[config.mk]
export PLATFORM = sky130hd
export DESIGN_NAME = smb_cfg_slave
export DESIGN_NICKNAME = d
export VERILOG_FILES = /design/src/rtl/smb_cfg_slave.sv
export SDC_FILE = /design/constraint.sdc
export NUM_CORES = 1
export LEC_CHECK = 0
export BUFFER_PORTS_ARGS = -buffer_cell sky130_fd_sc_hd__buf_4
export CAP_MARGIN = 5
export CORE_UTILIZATION = 58
export DETAILED_ROUTE_END_ITERATION = 7
export PLACE_DENSITY = 0.8
export RECOVER_POWER = 100
export SLEW_MARGIN = 10
export SYNTH_ARGS = -nofsm -noshare
export SYNTH_HDL_FRONTEND = slang
export SYNTH_SLANG_ARGS = --single-unit
[constraint.sdc]
create_clock -name clk -period 2.6 [get_ports clk]
set_input_delay 0.65 -clock clk [delete_from_list [all_inputs] [get_ports clk]]
set_output_delay 0.65 -clock clk [all_outputs]
set_load 0.005 [all_outputs]
[src/rtl/smb_cfg_slave.sv]
module smb_cfg_slave #(
  parameter int NREG = 8,
  parameter logic [6:0] DEV_ADDR = 7'h69,
  parameter logic [NREG*8-1:0] DEFAULTS = 64'h0FF05AA5C33C817E
) (
  input  logic            clk,
  input  logic            rst_n,
  input  logic            scl_in,
  input  logic            sda_in,
  output logic            sda_pull,
  output logic [NREG*8-1:0] regs_out
);

  localparam int IW = (NREG > 1) ? $clog2(NREG) : 1;
  localparam logic [7:0] COUNT_BYTE = 8'(NREG);

  typedef enum logic [2:0] {S_IDLE, S_ADDR, S_CMD, S_CNT, S_WR, S_RD} state_t;

  logic [2:0] scl_q, sda_q;
  logic [7:0] mem [NREG];
  state_t     st;
  logic [3:0] bitcnt;
  logic       ackclk, mack, blk, cnt_ph;
  logic [7:0] shreg, txb;
  logic [6:0] ptr;

  wire scl = scl_q[1];
  wire sda = sda_q[1];
  wire scl_rise = scl & ~scl_q[2];
  wire scl_fall = ~scl & scl_q[2];
  wire start_det = scl & scl_q[2] & sda_q[2] & ~sda;
  wire stop_det  = scl & scl_q[2] & ~sda_q[2] & sda;
  wire in_rng = ptr < 7'(NREG);
  wire [IW-1:0] idx = ptr[IW-1:0];
  wire [7:0] rd_val = in_rng ? mem[idx] : 8'hFF;
  wire [7:0] next_tx = cnt_ph ? COUNT_BYTE : rd_val;
  wire [6:0] ptr_inc = (ptr == 7'h7F) ? ptr : ptr + 7'd1;

  for (genvar g = 0; g < NREG; g++) begin : g_out
    assign regs_out[g*8 +: 8] = mem[g];
  end

  always_ff @(posedge clk or negedge rst_n) begin
    if (!rst_n) begin
      scl_q <= '1;
      sda_q <= '1;
    end else begin
      scl_q <= {scl_q[1:0], scl_in};
      sda_q <= {sda_q[1:0], sda_in};
    end
  end

  always_ff @(posedge clk or negedge rst_n) begin
    if (!rst_n) begin
      st       <= S_IDLE;
      bitcnt   <= '0;
      ackclk   <= 1'b0;
      mack     <= 1'b0;
      blk      <= 1'b0;
      cnt_ph   <= 1'b0;
      shreg    <= '0;
      txb      <= '0;
      ptr      <= '0;
      sda_pull <= 1'b0;
      for (int i = 0; i < NREG; i++) mem[i] <= DEFAULTS[i*8 +: 8];
    end else if (start_det) begin
      st       <= S_ADDR;
      bitcnt   <= '0;
      ackclk   <= 1'b0;
      sda_pull <= 1'b0;
    end else if (stop_det) begin
      st       <= S_IDLE;
      sda_pull <= 1'b0;
    end else if (st != S_IDLE) begin
      if (scl_rise) begin
        if (bitcnt != 4'd8) begin
          shreg  <= {shreg[6:0], sda};
          bitcnt <= bitcnt + 4'd1;
        end else begin
          ackclk <= 1'b1;
          mack   <= ~sda;
        end
      end else if (scl_fall) begin
        if (bitcnt == 4'd8 && !ackclk) begin
          case (st)
            S_ADDR: begin
              if (shreg[7:1] == DEV_ADDR) begin
                sda_pull <= 1'b1;
                if (shreg[0]) begin
                  st     <= S_RD;
                  cnt_ph <= blk;
                end else begin
                  st <= S_CMD;
                end
              end else begin
                st <= S_IDLE;
              end
            end
            S_CMD: begin
              sda_pull <= 1'b1;
              blk      <= ~shreg[7];
              ptr      <= shreg[7] ? shreg[6:0] : 7'd0;
              st       <= shreg[7] ? S_WR : S_CNT;
            end
            S_CNT: begin
              sda_pull <= 1'b1;
              st       <= S_WR;
            end
            S_WR: begin
              sda_pull <= 1'b1;
              if (in_rng) mem[idx] <= shreg;
              ptr <= ptr_inc;
            end
            default: sda_pull <= 1'b0;
          endcase
        end else if (bitcnt == 4'd8) begin
          bitcnt <= '0;
          ackclk <= 1'b0;
          if (st == S_RD) begin
            if (mack) begin
              txb      <= next_tx;
              sda_pull <= ~next_tx[7];
              if (cnt_ph) cnt_ph <= 1'b0;
              else ptr <= ptr_inc;
            end else begin
              st       <= S_IDLE;
              sda_pull <= 1'b0;
            end
          end else begin
            sda_pull <= 1'b0;
          end
        end else if (st == S_RD && bitcnt != 4'd0) begin
          sda_pull <= ~txb[3'd7 - bitcnt[2:0]];
        end
      end
    end
  end

  p_idle_released_r8: assert property (@(posedge clk) disable iff (!rst_n)
    (st == S_IDLE) |-> !sda_pull);

  p_pull_on_low_r11: assert property (@(posedge clk) disable iff (!rst_n)
    $rose(sda_pull) |-> !$past(scl));

  p_stop_idle_r9: assert property (@(posedge clk) disable iff (!rst_n)
    stop_det |=> (st == S_IDLE && !sda_pull));

  p_start_addr_r9: assert property (@(posedge clk) disable iff (!rst_n)
    start_det |=> (st == S_ADDR && bitcnt == 4'd0));

  p_write_only_r6: assert property (@(posedge clk) disable iff (!rst_n)
    !$stable(regs_out) |-> $past(st) == S_WR);

  p_count_range_r8: assert property (@(posedge clk) disable iff (!rst_n)
    bitcnt <= 4'd8);

endmodule

== After elaboration in Yosys (flattened, before gate mapping) ==
Cells that the tools add are included.

* Input bits: 4
* Output and inout port bits: 65
* Word-level logic and storage cells: 164
* Register bits after elaboration: 105

* Bitwise logic cells: 20
* Mux-type cells: 66
* Magnitude comparators: 4
* Equality and inequality tests: 22
* Reductions and logical operators: 29
* Add/sub/neg operators: 3

{| class="wikitable"
|+ Operators with widths
! cell !! count
|-
| $bwmux W64 || 1
|-
| $mux W7 || 7
|-
| $mux W8 || 5
|-
| $mux W3 || 12
|-
| $mux W4 || 8
|-
| $mux W1 || 27
|-
| $bmux W8 S3 || 1
|-
| $demux W8 S3 || 1
|-
| $reduce_and A5 Y1 || 3
|-
| $reduce_bool A3 Y1 || 5
|-
| $eq A7 B7 Y1 const B || 2
|-
| $pmux W7 S2 || 1
|-
| $reduce_and A7 Y1 || 2
|-
| $not A1 Y1 || 12
|-
| $reduce_and A6 Y1 || 2
|-
| $reduce_bool A4 Y1 || 3
|-
| $reduce_and A11 Y1 || 1
|-
| $reduce_and A10 Y1 || 1
|-
| $ne A3 B1 Y1 const B || 3
|-
| $pmux W3 S3 || 1
|-
| $reduce_and A9 Y1 || 1
|-
| $reduce_and A8 Y1 || 1
|-
| $reduce_bool A2 Y1 || 4
|-
| $add A7 B1 Y7 const B || 1
|-
| other kinds (25) || 39
|}

== Depth between registers and ports, before layout ==
Gate-level depths: netlist (run 1).

* Depth in word-level cells: 16
* Depth in mapped cells: 8

== Worst setup path before layout (run 1) ==
Ideal clock, no wire load.

* Path kind: register to register
* From: register ptr[3]
* To: register mem (netlist bit regs_out[0])
* Setup time: 125 ps
* Arrival time: 2,039 ps
* Period minus slack after synthesis: 2,164 ps
* Required time: 2,475 ps
* Path buffers: 1
* Stages on the path, launching flop included: 7
* Slack: 436 ps
* Path through: dfrtp_1 > or4_1 > buf_4 > nor3_4 > nand3_2 > nor3_4 > mux2_2

* Cells in the longest elaborated chain, start to end: 2

{| class="wikitable"
|+ Ends and longest elaborated chain
! what !! line !! RTL
|-
| start: declaration || 25 || <nowiki>logic [6:0] ptr;</nowiki>
|-
| start signal: assignment || 102 || <nowiki>ptr <= shreg[7] ? shreg[6:0] : 7'd0;</nowiki>
|-
| start signal: assignment || 112 || <nowiki>ptr <= ptr_inc;</nowiki>
|-
| start signal: assignment || 124 || <nowiki>else ptr <= ptr_inc;</nowiki>
|-
| $lt A7 B4 Y1 || 33 || <nowiki>wire in_rng = ptr < 7'(NREG);</nowiki>
|-
| $reduce_and A8 Y1 (no line) || -- ||
|-
| end signal: indexed assignment || 111 || <nowiki>if (in_rng) mem[idx] <= shreg;</nowiki>
|-
| end: declaration || 20 || <nowiki>logic [7:0] mem [NREG];</nowiki>
|}

Every way passes these cells.
A chain may end at the register's enable or synchronous reset.

== Final worst setup path (run 1) ==
* From: register ptr[2]
* To: register txb[3]

* Cells in the longest elaborated chain, start to end: 6
* Elaborated cells between the ends (all ways): 7

{| class="wikitable"
|+ Ends and longest elaborated chain
! what !! line !! RTL
|-
| $not A3 Y4 (implied by the code) || 35 || <nowiki>wire [7:0] rd_val = in_rng ? mem[idx] : 8'hFF;</nowiki>
|-
| $bmux W8 S3 || 35 ||
|-
| $mux W8 (implied by the code) (2 in series) || 35 ||
|-
| $mux W8 (*) || 35 ||
|-
| $mux W8 (*) || 36 || <nowiki>wire [7:0] next_tx = cnt_ph ? COUNT_BYTE : rd_val;</nowiki>
|-
| end signal: assignment || 121 || <nowiki>txb <= next_tx;</nowiki>
|-
| end: declaration || 24 || <nowiki>logic [7:0] shreg, txb;</nowiki>
|}

Mark *: on every way between the ends. The rest lies on a longest branch, timed or not. The select of a mux whose other input is x is not followed.

==> results of run 1 <==
## metrics by stage
stage,worst slack (ns),utilization (%)
floorplan,0.436,-
global placement,0.251,66.7
detailed placement,0.172,66.7
CTS,0.170,69.0
global route,0.00241,68.7
finish,0.135,68.7
## critical path, delay by kind of cell (launching register included)
kind	cells	cell delay (ns)
AOI/OAI and AO/OA	2	0.78
buffers and inverters	1	0.28
DFF	1	0.76
muxes	1	0.30
and+or+nand+nor	1	0.20
## cells by family (layout without fill, tap and decap cells)
kind of cell | after synthesis | after routing
AOI/OAI and AO/OA | 99 | 99
xor gates and xnor gates | 2 | 2
adders and majority gates | 7 | 7
and+or+nand+nor | 121 | 121
buffers and inverters | 47 | 125
DFF | 105 | 105
muxes | 92 | 92
## path summary, 6_finish.rpt
kind	startpoint	endpoint	depth (start not counted)	slack, ns
worst min-delay path	sda_q[0]	sda_q[1]	0	0.37
worst min register to register	sda_q[0]	sda_q[1]	0	0.37
worst max-delay path	ptr[2]	txb[3]	5	0.14
worst max register to register	ptr[2]	txb[3]	5	0.14
max in group asynchronous	rst_n	regs_out[11]	2	0.55
min in group asynchronous	rst_n	st[0]	1	0.43
## layer usage
layer	vias to the layer above	global-route usage (%)	part of all wire (%)
met5	-	0	0
met4	0	10.1	2.5
met3	28	5.97	6.7
met2	195	47.3	48
met1	2125	42.4	43
li1	1883	-	-
## cell type report
type | instances | area [µm²]
clock buffer | 9 | 124
clock inverter | 7 | 83.8
fill | 675 | 2880
inverter | 17 | 63.8
multi-input combinational | 321 | 2550
sequential | 105 | 2680
tap | 111 | 139
timing repair buffer | 92 | 678
## layout by cell type, fill, tap and decap left out, drive strengths merged, types with 7 or more instances in the layout
cell type and instances:
mux2 78, dfrtp 67, clkbuf 51, buf 50, dfstp 38, nand2 29
o21ai 28, nor2 24, nand3 21, inv 20, a21oi 15, mux2i 10
ha 7, nor3 7
## repair_timing
action	in CTS	in global routing
resized for setup	0	2
setup endpoints to repair	0	7
hold endpoints to repair	0	0
setup buffers	0	2
hold buffers	0	0
## report_power, final
part           total (µW)  internal, µW  switching (µW)
combinational         103          32.2            71.2
clock                1030           385             643
sequential           1700          1650            50.6
## registers in the layout, summed over array words and instances, names as in the netlist, 3 cells and up
signal,flops
shreg,8
bitcnt,4
scl_q,3
st,3
txb,8
sda_q,3
regs_out,64
ptr,7
==> impl_metrics.yaml, run 1 <==
detailed_routing:
  route.detailed.drc: 0
  vias: 4231
  drt_pass1_iterations: 5
  drt_wl_total_um: 13900
  routedWlPerCell_um: 20.9
  viasPerCell: 6.39
  ant_nets: 0
  first_iter_violations: 231
critical_path:
  crit_chain: "buf_4 > mux4_2 > and2_1 > a2111oi_0 > o21ai_0"
  cp.required_ns: 2.84
  end_kind: "flip-flop"
  crit_path_max_fanout: 14
  worstPathArrival_ns: 2.70
  cpMaxStageDelayCell: "dfrtp_1"
  max_stage_delay_ns: 0.76
  crit_type: "reg -> reg"
  start_kind: "flip-flop"
cells_and_area:
  diodes: 0
  stdcell_count: 662
  drive_gt1_share_pct: 36.8
  fin_nets: 557
  syn2layout_area_growth_pct: 15.0
  final_area_um2: 6310
sta:
  hold_slack_ns: 0.366
  period_minus_slack_ns: 2.46
  rsz0062_at_grt: "no"
  tns_ns: 0
  period_share_pct: 94.8
  hold_viol: 0
  report.final.slew_viol_count: 0
  final-setup-viol-count: 0
  clock.fmax_ghz: 0.406
  worst_pin_slew_ns: 1.16
  relSlewSlack_pct: 22.9
  fin_worst_skew_ns: 0.0198
die:
  dieArea_um2: 9860
  die_w_um: 99.3
  initial_core_util_pct: 59.7
  fp.dieH_um: 99.3
  core_area_um2: 9200
  io_pins: 69
  num_rows: 35
place:
  dpl_cell_area_um2: 6130
  globalplace.congestion: 0.887
  dpl.hpwl_um: 9850
  dpl.cell_count: 644
  port_buffers: 68
clock_network:
  clock_sinks: 105
  cts_tree: "done"
  clk_pin_slew_ns: 0.12
  clkLatencyLatePin_ns: 0.38
  clock_path_buffers: 2
  ctsHtreeMaxLevel: 3
  cts_buffers: 9
  root_buffer: "clkbuf_8"
logic_synthesis:
  ys.warnings.count: 0
  synth_top_family_by_area: "multiplexers"
  netlist-cell-type-count: 74
  yosysMostFrequentCell: "mux2_2"
  yosysSeqAreaShare_pct: 48.7
  async_reset_ff_share_pct: 100
  ys_seq_elements: 105
  synth_xor_area_share_pct: 0.319
  synthFlopType: "dfrtp_1"
  syn_area_per_cell_um2: 11.6
  synthCells: 473
  muxShareOfSynthArea_pct: 19.5
  synth-compound-area-share_pct: 12.6
  synth_area_um2: 5490
  syn-num-nets: 484
  synth-adder-area-share_pct: 1.60
  yosysTopAreaCellShare_pct: 30.5
  synth_edf_count: 0
  synth_area_leaders: "dfrtp_1 (31%), dfstp_2 (18%), mux2_2 (16%)"
  synthSimpleGateAreaFrac_pct: 12.5
  yosys.area.top_type: "dfrtp_1"
  synthTopCellsByCount: "mux2_2 (78), dfrtp_1 (67), dfstp_2 (38)"
global_routing:
  track_usage_pct: 30.1
  antenna_found_initial: 0
  gr-total-overflow: 0
  grt_pass1_vias: 4178
  grt_first_pass_wirelength_um: 22700
  grt_max_degree: 46
power_and_ir_drop:
  peakVddDrop_mv: 0.412
  p_per_area_nw_per_um2: 449
  cellLeakagePower_uw: 0.00283
  p_total_uw: 2830
job:
  cap_violations: 0
outcome:
  status: "completed"
min_path:
  hold_class: "reg -> reg"
No activity file was read; power rests on OpenSTA's default activity.
==> run 2: changes to the inputs <==
CELL_PAD_IN_SITES_DETAIL_PLACEMENT = 2   (was default)
CELL_PAD_IN_SITES_GLOBAL_PLACEMENT = 2   (was default)
CORE_UTILIZATION = 39   (was 58)
PLACE_DENSITY = default   (was 0.8)
PLACE_DENSITY_LB_ADDON = 0.1   (was default)
SLEW_MARGIN = default   (was 10)
==> impl_metrics.yaml, run 2 (synthesized netlist as in run 1, its figures left out) <==
outcome:
  status: "completed"
die:
  die_w_um: 121
  io_pins: 69
  initial_core_util_pct: 40.7
  core_area_um2: 13500
  fp.dieH_um: 121
  num_rows: 42
  dieArea_um2: 14600
cells_and_area:
  final_cell_mix: "mux2_2 (77), dfrtp_1 (67), buf_4 (43)"
  diodes: 0
  syn2layout_area_growth_pct: 18.0
  layout_commonest_cell: "mux2_2"
  largest_reg_flops: 64
  drive_gt1_share_pct: 35.8
  fin_nets: 554
  fillCellCount: 1355
  final_area_um2: 6480
critical_path:
  crit_chain: "or4_1 > clkbuf_2 > a2111oi_0 > o21ai_0"
  r2r_cells: 4
  r2r_end: "txb[3]"
  cp-endpoint: "txb[3]"
  ff2ff_setup_slack_ns: 0.13
  worstSetupStartpoint: "ptr[3]"
  cp.required_ns: 2.80
  cpMaxStageDelayCell: "a2111oi_0"
  crit_family: "compound AO/OA/AOI/OAI gates"
  start_kind: "flip-flop"
  worstPathArrival_ns: 2.68
  crit_type: "reg -> reg"
  crit_path_max_fanout: 7
  cp_num_buf_inv: 1
  max_stage_delay_ns: 0.81
  r2r-start: "ptr[3]"
  worst-path-stages: 4
  end_kind: "flip-flop"
clock_network:
  clk_pin_slew_ns: 0.07
  ctsHtreeMaxLevel: 3
  clkLatencyLatePin_ns: 0.36
  clock_sinks: 105
  postCtsHoldBufs: 0
  clock_path_buffers: 2
  cts_tree: "done"
  cts_buffers: 9
  root_buffer: "clkbuf_16"
job:
  cap_violations: 0
sta:
  hold_viol: 0
  tns_ns: 0
  report.final.slew_viol_count: 0
  period_minus_slack_ns: 2.47
  fin_worst_skew_ns: 0.0115
  relSlewSlack_pct: 22.0
  clock.fmax_ghz: 0.404
  final-setup-viol-count: 0
  rsz0062_at_grt: "no"
  period_share_pct: 95.1
  worst_pin_slew_ns: 1.17
global_routing:
  gr-total-overflow: 0
  grt_pass1_vias: 4691
  antenna_found_initial: 0
  grt_max_degree: 41
  track_usage_pct: 26.4
  grt_first_pass_wirelength_um: 28400
detailed_routing:
  ant_nets: 0
  drt_pass1_iterations: 4
  route.detailed.drc: 0
  first_iter_violations: 242
  routedWlPerCell_um: 24.8
  vias: 4230
  drt_wl_total_um: 17900
  viasPerCell: 5.84
power_and_ir_drop:
  p_total_uw: 3300
  power_switching_share_pct: 24.2
  power_frac_comb_pct: 3.8
  intPower_uw: 2500
  pwr-share-clk_pct: 44.5
  peakVddDrop_mv: 0.327
  p_sw_uw: 799
  p_seq_share_pct: 51.7
  cellLeakagePower_uw: 0.00284
  p_per_area_nw_per_um2: 510
place:
  dpl_cell_area_um2: 6200
  globalplace.congestion: 0.849
  port_buffers: 68
  dpl.hpwl_um: 12500
min_path:
  hold_class: "reg -> reg"
==> run 2: changes by cell type in the layout (fill, tap and decap cells not counted), moves of 3 or more <==
| cell | previous run | this run |
|---|---|---|
| clkbuf_16 | 0 | 9 |
| clkbuf_4 | 34 | 29 |
| clkbuf_8 | 9 | 2 |
| buf_4 | 49 | 43 |
| clkinv_8 | 3 | 0 |
| clkbuf_1 | 4 | 11 |
==> run 2: how the worst min path moves through the flow <==
stage,from,to,slack (ns),depth (start not counted)
finish,scl_q[0],scl_q[1],0.36,0
global route,scl_q[0],scl_q[1],0.37,0
CTS,rst_n,mack,0.30,1
detailed placement,scl_q[0],scl_q[1],0.35,0
global placement,sda_q[0],sda_q[1],0.35,0
floorplan,rst_n,ackclk,0.35,0
==> run 2: routing by layer <==
layer | global-route usage (%) | up-vias | wire, µm
met1 | 35.6 | 2238 | 8410
met3 | 5.38 | 23 | 608
met2 | 41.9 | 88 | 8570
met4 | 9.95 | 0 | 340
met5 | 0 | - | 0
li1 | - | 1881 | -
==> run 2: cell type report <==
class	instances	area, µm²	area share [%]
multi-input combinational	321	2560	39.5
tap	176	220	3.40
clock buffer	11	253	3.90
sequential	105	2680	41.3
inverter	17	63.8	0.985
timing repair buffer	89	642	9.91
clock inverter	5	67.6	1.04
==> run 2: power by group through the flow <==
stage,logic (µW),clock network [µW],registers [µW]
after CTS,136,1510,1710
after floorplan,74.9,0,1700
after global placement,123,0,1740
final,126,1470,1710
after detailed placement,130,0,1740
after global routing,142,1560,1710
==> run 2: per-stage QoR <==
stage | instances | util (%) | hold slack, ns | worst slack, ns
6_report | 724 | 48.0 | 0.365 | 0.126
5_1_grt | 724 | 48.0 | 0.369 | 0.0376
3_3_place_gp | 707 | 45.9 | 0.347 | 0.186
2_1_floorplan | 473 | - | 0.345 | 0.436
4_1_cts | 723 | 48.3 | 0.301 | 0.0120
3_5_place_dp | 707 | 45.9 | 0.350 | 0.0947
==> run 2: what timing repair did <==
| item | in CTS | in global routing |
|---|---|---|
| setup endpoints to repair | 0 | 20 |
| buffers inserted | 0 | 1 |
| resized for setup | 0 | 3 |
==> run 2: worst register-to-register path, delay by kind of cell (launching register included) <==
family          cells  cell delay [ns]
flops               1             0.45
compound gates      2             0.97
simple gates        1             0.66
buf+inv             1             0.25
